[src/rtl/fcsr_pkg.sv]
package fcsr_pkg;
    localparam int EXC_N      = 5;
    localparam int WORD_W     = 32;
    localparam int RM_LO      = 0;
    localparam int FLAG_LO    = 2;
    localparam int EN_LO      = 7;
    localparam int CAUSE_LO   = 12;
    localparam int CAUSE_UNIM = 17;
    localparam int CC0_POS    = 23;
    localparam int FLUSH_POS  = 24;
    localparam int CCHI_LO    = 25;

    typedef enum logic [1:0] {
        EV_QUIET    = 2'd0,
        EV_OP_WB    = 2'd1,
        EV_OP_TRAP  = 2'd2,
        EV_CTL_TRAP = 2'd3
    } ev_state_t;

    typedef struct packed {
        logic [1:0]       rm;
        logic             flush;
        logic [EXC_N-1:0] en;
        logic [EXC_N-1:0] flag;
        logic [EXC_N-1:0] cause;
    } csr_fields_t;
endpackage

[src/rtl/fcsr_word.sv]
module fcsr_word
    import fcsr_pkg::*;
(
    input  logic              clk,
    input  logic              rst_n,
    input  logic              ctl_hit,
    input  logic [WORD_W-1:0] wdata,
    input  logic              op_valid,
    input  logic [EXC_N-1:0]  op_exc,
    output csr_fields_t       fld_q,
    output logic              trap_next
);
    csr_fields_t fld_n;

    // Control write is applied first; an operation report in the same
    // cycle then owns the cause field and ORs onto the flag field.
    always_comb begin
        fld_n = fld_q;
        if (ctl_hit) begin
            fld_n.rm    = wdata[RM_LO +: 2];
            fld_n.flush = wdata[FLUSH_POS];
            fld_n.en    = wdata[EN_LO +: EXC_N];
            fld_n.flag  = wdata[FLAG_LO +: EXC_N];
        end
        if (op_valid) begin
            fld_n.cause = op_exc;
            fld_n.flag  = fld_n.flag | op_exc;
        end
    end

    assign trap_next = (op_valid || ctl_hit) && ((fld_n.cause & fld_n.en) != '0);

    always_ff @(posedge clk or negedge rst_n) begin
        if (!rst_n) begin
            fld_q <= '0;
        end else begin
            fld_q <= fld_n;
        end
    end

    p_cause_reload_r5: assert property (@(posedge clk) disable iff (!rst_n)
        op_valid |=> fld_q.cause == $past(op_exc));

    p_flag_sticky_r5: assert property (@(posedge clk) disable iff (!rst_n)
        !ctl_hit |=> (fld_q.flag & $past(fld_q.flag)) == $past(fld_q.flag));

    p_cause_kept_r3: assert property (@(posedge clk) disable iff (!rst_n)
        (ctl_hit && !op_valid) |=> $stable(fld_q.cause));

    p_rm_follow_r4: assert property (@(posedge clk) disable iff (!rst_n)
        ctl_hit |=> fld_q.rm == $past(wdata[1:0]));
endmodule

[src/rtl/fcsr_cc_bank.sv]
module fcsr_cc_bank #(
    parameter int NUM_CC = 8,
    localparam int CC_IDX_W = (NUM_CC > 1) ? $clog2(NUM_CC) : 1
) (
    input  logic                clk,
    input  logic                rst_n,
    input  logic                wr_en,
    input  logic [CC_IDX_W-1:0] wr_idx,
    input  logic                wr_val,
    output logic [NUM_CC-1:0]   cc_q
);
    for (genvar g = 0; g < NUM_CC; g++) begin : g_cc
        always_ff @(posedge clk or negedge rst_n) begin
            if (!rst_n) begin
                cc_q[g] <= 1'b0;
            end else if (wr_en && (wr_idx == CC_IDX_W'(g))) begin
                cc_q[g] <= wr_val;
            end
        end
    end

    p_cc_hold_r9: assert property (@(posedge clk) disable iff (!rst_n)
        !wr_en |=> $stable(cc_q));

    p_cc_write_r9: assert property (@(posedge clk) disable iff (!rst_n)
        wr_en |=> $countones(cc_q ^ $past(cc_q)) <= 1);
endmodule

[src/rtl/fcsr_event_fsm.sv]
module fcsr_event_fsm
    import fcsr_pkg::*;
(
    input  logic clk,
    input  logic rst_n,
    input  logic op_valid,
    input  logic op_wb_req,
    input  logic ctl_hit,
    input  logic trap_next,
    output logic trap_req,
    output logic wb_permit
);
    ev_state_t state_q, state_n;

    always_comb begin
        if (op_valid) begin
            if (trap_next)      state_n = EV_OP_TRAP;
            else if (op_wb_req) state_n = EV_OP_WB;
            else                state_n = EV_QUIET;
        end else if (ctl_hit && trap_next) begin
            state_n = EV_CTL_TRAP;
        end else begin
            state_n = EV_QUIET;
        end
    end

    always_ff @(posedge clk or negedge rst_n) begin
        if (!rst_n) state_q <= EV_QUIET;
        else        state_q <= state_n;
    end

    always_comb begin
        trap_req  = 1'b0;
        wb_permit = 1'b0;
        unique case (state_q)
            EV_QUIET:    ;
            EV_OP_WB:    wb_permit = 1'b1;
            EV_OP_TRAP:  trap_req  = 1'b1;
            EV_CTL_TRAP: trap_req  = 1'b1;
            default:     ;
        endcase
    end

    p_idle_quiet_r11: assert property (@(posedge clk) disable iff (!rst_n)
        (!op_valid && !ctl_hit) |=> (!trap_req && !wb_permit));

    p_no_wb_unasked_r7: assert property (@(posedge clk) disable iff (!rst_n)
        (op_valid && !op_wb_req) |=> !wb_permit);

    p_wb_granted_r7: assert property (@(posedge clk) disable iff (!rst_n)
        (op_valid && op_wb_req && !trap_next) |=> wb_permit);

    p_ctl_trap_r8: assert property (@(posedge clk) disable iff (!rst_n)
        (ctl_hit && trap_next) |=> (trap_req && !wb_permit));
endmodule

[src/rtl/fcsr_unit.sv]
module fcsr_unit
    import fcsr_pkg::*;
#(
    parameter int IDX_W   = 5,
    parameter int CSR_IDX = 31,
    parameter int NUM_CC  = 8,
    localparam int CC_IDX_W = (NUM_CC > 1) ? $clog2(NUM_CC) : 1
) (
    input  logic                clk,
    input  logic                rst_n,
    input  logic [IDX_W-1:0]    cr_rd_idx,
    output logic [WORD_W-1:0]   cr_rd_data,
    input  logic                cr_wr_en,
    input  logic [IDX_W-1:0]    cr_wr_idx,
    input  logic [WORD_W-1:0]   cr_wr_data,
    input  logic                op_valid,
    input  logic [EXC_N-1:0]    op_exc,
    input  logic                op_wb_req,
    input  logic                cc_wr_en,
    input  logic [CC_IDX_W-1:0] cc_idx,
    input  logic                cc_val,
    output logic [1:0]          rnd_mode,
    output logic                flush_en,
    output logic [NUM_CC-1:0]   cond_codes,
    output logic                trap_req,
    output logic                wb_permit
);
    csr_fields_t fld_q;
    logic        trap_next;
    logic        ctl_hit;
    logic [WORD_W-1:0] word;

    assign ctl_hit = cr_wr_en && (cr_wr_idx == IDX_W'(CSR_IDX));

    fcsr_word u_word (
        .clk       (clk),
        .rst_n     (rst_n),
        .ctl_hit   (ctl_hit),
        .wdata     (cr_wr_data),
        .op_valid  (op_valid),
        .op_exc    (op_exc),
        .fld_q     (fld_q),
        .trap_next (trap_next)
    );

    fcsr_cc_bank #(.NUM_CC(NUM_CC)) u_cc (
        .clk    (clk),
        .rst_n  (rst_n),
        .wr_en  (cc_wr_en),
        .wr_idx (cc_idx),
        .wr_val (cc_val),
        .cc_q   (cond_codes)
    );

    fcsr_event_fsm u_fsm (
        .clk       (clk),
        .rst_n     (rst_n),
        .op_valid  (op_valid),
        .op_wb_req (op_wb_req),
        .ctl_hit   (ctl_hit),
        .trap_next (trap_next),
        .trap_req  (trap_req),
        .wb_permit (wb_permit)
    );

    // Status word assembly; code 0 sits apart from the upper codes.
    always_comb begin
        word = '0;
        word[RM_LO +: 2]        = fld_q.rm;
        word[FLAG_LO +: EXC_N]  = fld_q.flag;
        word[EN_LO +: EXC_N]    = fld_q.en;
        word[CAUSE_LO +: EXC_N] = fld_q.cause;
        word[CAUSE_UNIM]        = 1'b0;
        word[FLUSH_POS]         = fld_q.flush;
        for (int i = 0; i < NUM_CC; i++) begin
            if (i == 0) word[CC0_POS] = cond_codes[i];
            else if (CCHI_LO + i - 1 < WORD_W) word[CCHI_LO + i - 1] = cond_codes[i];
        end
    end

    assign cr_rd_data = (cr_rd_idx == IDX_W'(CSR_IDX)) ? word : '0;
    assign rnd_mode   = fld_q.rm;
    assign flush_en   = fld_q.flush;

    p_excl_out_r11: assert property (@(posedge clk) disable iff (!rst_n)
        !(trap_req && wb_permit));

    p_op_trap_r6: assert property (@(posedge clk) disable iff (!rst_n)
        op_valid |=> (trap_req == ((fld_q.cause & fld_q.en) != '0)));
endmodule

[config.mk]
export PLATFORM = sky130hd
export DESIGN_NAME = fcsr_unit
export DESIGN_NICKNAME = d
export VERILOG_FILES = /design/src/rtl/fcsr_pkg.sv /design/src/rtl/fcsr_word.sv /design/src/rtl/fcsr_cc_bank.sv /design/src/rtl/fcsr_event_fsm.sv /design/src/rtl/fcsr_unit.sv
export SDC_FILE = /design/constraint.sdc
export NUM_CORES = 1
export LEC_CHECK = 0
export BUFFER_PORTS_ARGS = -buffer_cell sky130_fd_sc_hd__buf_2
export CORE_UTILIZATION = 44
export CTS_BUF_LIST = sky130_fd_sc_hd__clkbuf_16
export CTS_CLUSTER_DIAMETER = 200
export DETAILED_ROUTE_END_ITERATION = 12
export PLACE_DENSITY = 0.83
export SYNTH_ARGS = -nofsm -noshare
export SYNTH_HDL_FRONTEND = slang
export SYNTH_SLANG_ARGS = --single-unit
[constraint.sdc]
create_clock -name clk -period 3.75 [get_ports clk]
set_input_delay 0.9375 -clock clk [delete_from_list [all_inputs] [get_ports clk]]
set_output_delay 0.9375 -clock clk [all_outputs]
set_load 0.01 [all_outputs]
==> flow_summary.toml <==
[critical_path]
worst-setup-path-type = "primary input to primary output"
rr_startpoint = "u_word.fld_q[3]$_DFF_PN0_"
critPathRequiredTime_ns = 2.81
worst_setup_path_start_kind = "primary input"
rrSetupSlack_ns = 2.07
path_common_cell = "buf_2"
worstPathCellList = "buf_2, nand3_1, nor2_1, buf_4, and2_1, buf_2"
cp_max_fo = 23
end_kind = "primary output"
worstReg2RegEnd = "u_fsm.state_q[0]$_DFF_PN0_"
slowest_delay_ns = 0.23
arrival_ns = 1.77
reg2regPathDepth = 5
slowest_stage = "buf_4"

[route]
route.detailed.drc = 0
dr.pass1.iters = 4
wirelength_mm = 2.92
routedWlPerCell_um = 11.3
dr_total_vias = 1245
viasPerCell = 4.81
first_iter_violations = 33
drtAntennaViolNets = 0

[global_route]
grtUsageTotal = 0.166
antenna_found_initial = 0
grt_overflow = 0
grt_max_degree = 29
grt_pass1_wl_mm = 4.42
grt_pass1_vias = 1071

[clocking]
htreeDepth = 1
cts_inserted_buffers = 3
ctsHoldBuffers = 0
cts_resized = 0
clkTransAtPathRegs_ns = 0.06
numClockSinks = 28
cts-root-buf = "clkbuf_16"
cts_tree = "built"
post_cts.repair.setup_buffers = 0
clk_path_buf_depth = 2
insertion_delay_ns = 0.25

[timing]
skew_ns = 0.000916
fin_crit_sh = 0.722
finalMaxSlewViolations = 0
setup_viol = 0
slew_headroom = 0.604
report.final.hold_viol_count = 0
setup_tns_ns = 0
fmax_mhz = 369
rsz0062_at_grt = "no"
fin_crit_ns = 2.71
worst_pin_slew_ns = 0.594

[pwr]
peakVddDrop_uv = 246
leakage_nw = 1.00
powerDensity_nw_per_um2 = 392

[finish]
layout.cells.non_filler = 259
area_growth_pct = 31.3
n_antenna_cell = 0
nets = 274
drive_above_1_share = 0.456
layout_common_cells = "buf_2 (76), dfrtp_1 (28), and2_1 (24), nand2_1 (17), mux2_2 (15)"
final_common_cell = "buf_2"
utilization = 0.621

[die]
num_rows = 20
fp.coreArea_um2 = 3130
fp.dieH_um = 60.0
die_x_um = 60.0
num_io_pins = 102
initial_utilization = 0.473
die-area_um2 = 3600

[logic_synthesis]
yosys_warnings = 0
seq_area_frac_synth = 0.474
synth_area_um2 = 1480
synth.distinct_cells = 25
syn_area_per_cell_um2 = 10.4
syn-instance-count = 142
synth-seq-cells = 28
synth_top_area_share = 0.474
synthTopCellsByArea = "dfrtp_1 (47%), mux2_2 (11%), and2_1 (10%)"
synth_area_leader_cell = "dfrtp_1"

[run_status]
outcome = "completed"

[hold_path]
holdCritStartpoint = "u_word.fld_q[5]$_DFF_PN0_"
holdPathEnd = "u_word.fld_q[5]$_DFF_PN0_"
hp-class = "register to register"
hold_depth = 2

[place]
place_inst = 256
port_buffers = 76
dp_hpwl_mm = 2.28
gp_congestion = 0.676

[job]
max_cap_viol_count = 0
==> cell families after synthesis <==
group                  after synthesis  share of synthesized area
AOI/OAI and AO/OA                   10                     0.0558
buffers and inverters               16                     0.0626
DFF                                 28                      0.474
muxes                               23                      0.172
other                                1                    0.00254
and+or+nand+nor                     64                      0.234
==> layout make-up <==
type | instances | area [µm²]
clock buffer | 3 | 75.1
fill | 282 | 1190
inverter | 3 | 11.3
multi-input combinational | 103 | 704
sequential | 28 | 701
tap | 44 | 55.1
timing repair buffer | 78 | 395
==> power by group <==
group / internal, W / leakage, nW / switching, W
Clock: 0.000141 / 0.0370 / 0.0000856
Sequential: 0.000347 / 0.329 / 0.0000240
Combinational: 0.0000833 / 0.637 / 0.0000800
==> synthesized netlist by cell type <==
cell        n
dfrtp_1    28
and2_1     24
nand2_1    17
mux2_2     15
buf_4       8
mux2i_1     7
nor2_1      5
nor3_1      5
o21ai_0     5
clkbuf_1    3
inv_1       3
nand3_1     3
a21boi_0    2
a22oi_1     2
buf_2       2
nand4_1     2
nand4b_1    2
nor3b_1     2
a2111oi_4   1
and4_1      1
conb_1      1
mux2_4      1
nand2b_1    1
nor2b_1     1
or3_1       1
==> layer usage <==
layer  track usage  vias up  part of all wire
met3        0.0346        2             0.061
met1         0.191      566              0.43
li1              -      614                 -
met5             0        -                 0
met4        0.0299        0            0.0034
met2         0.316       63              0.50
==> flip-flops by register name (all words and copies together), names as in the netlist <==
name and cells:
u_fsm.state_q 2, u_word.fld_q 18, u_cc.cc_q 8
==> through the flow <==
step	setup slack, ns	hold slack [ns]	cell area [µm²]	total power (W)
6_report	1.04	0.497	1940	0.000761
5_1_grt	0.906	0.533	1940	0.000807
4_1_cts	1.01	0.496	1940	0.000772
3_5_place_dp	1.02	0.480	1870	0.000543
3_3_place_gp	1.05	0.472	1870	0.000537
2_1_floorplan	1.18	0.455	1500	0.000478
==> worst max-delay path: cells and delay by family <==
kind	cells	cell delay, ns
buffers and inverters	3	0.44
AND/OR/NAND/NOR	3	0.39
==> how the worst max path moves through the flow <==
| stage | start | end | slack, ns | cells after the start |
|---|---|---|---|---|
| 2_1_floorplan | cr_rd_idx[2] | cr_rd_data[10] | 1.18 | 4 |
| 3_3_place_gp | cr_rd_idx[2] | cr_rd_data[11] | 1.05 | 6 |
| 3_5_place_dp | cr_rd_idx[2] | cr_rd_data[10] | 1.02 | 6 |
| 4_1_cts | cr_rd_idx[2] | cr_rd_data[10] | 1.01 | 6 |
| 5_1_grt | cr_rd_idx[1] | cr_rd_data[3] | 0.91 | 6 |
| 6_report | cr_rd_idx[2] | cr_rd_data[10] | 1.04 | 6 |
No activity file was read; power rests on OpenSTA's default activity.
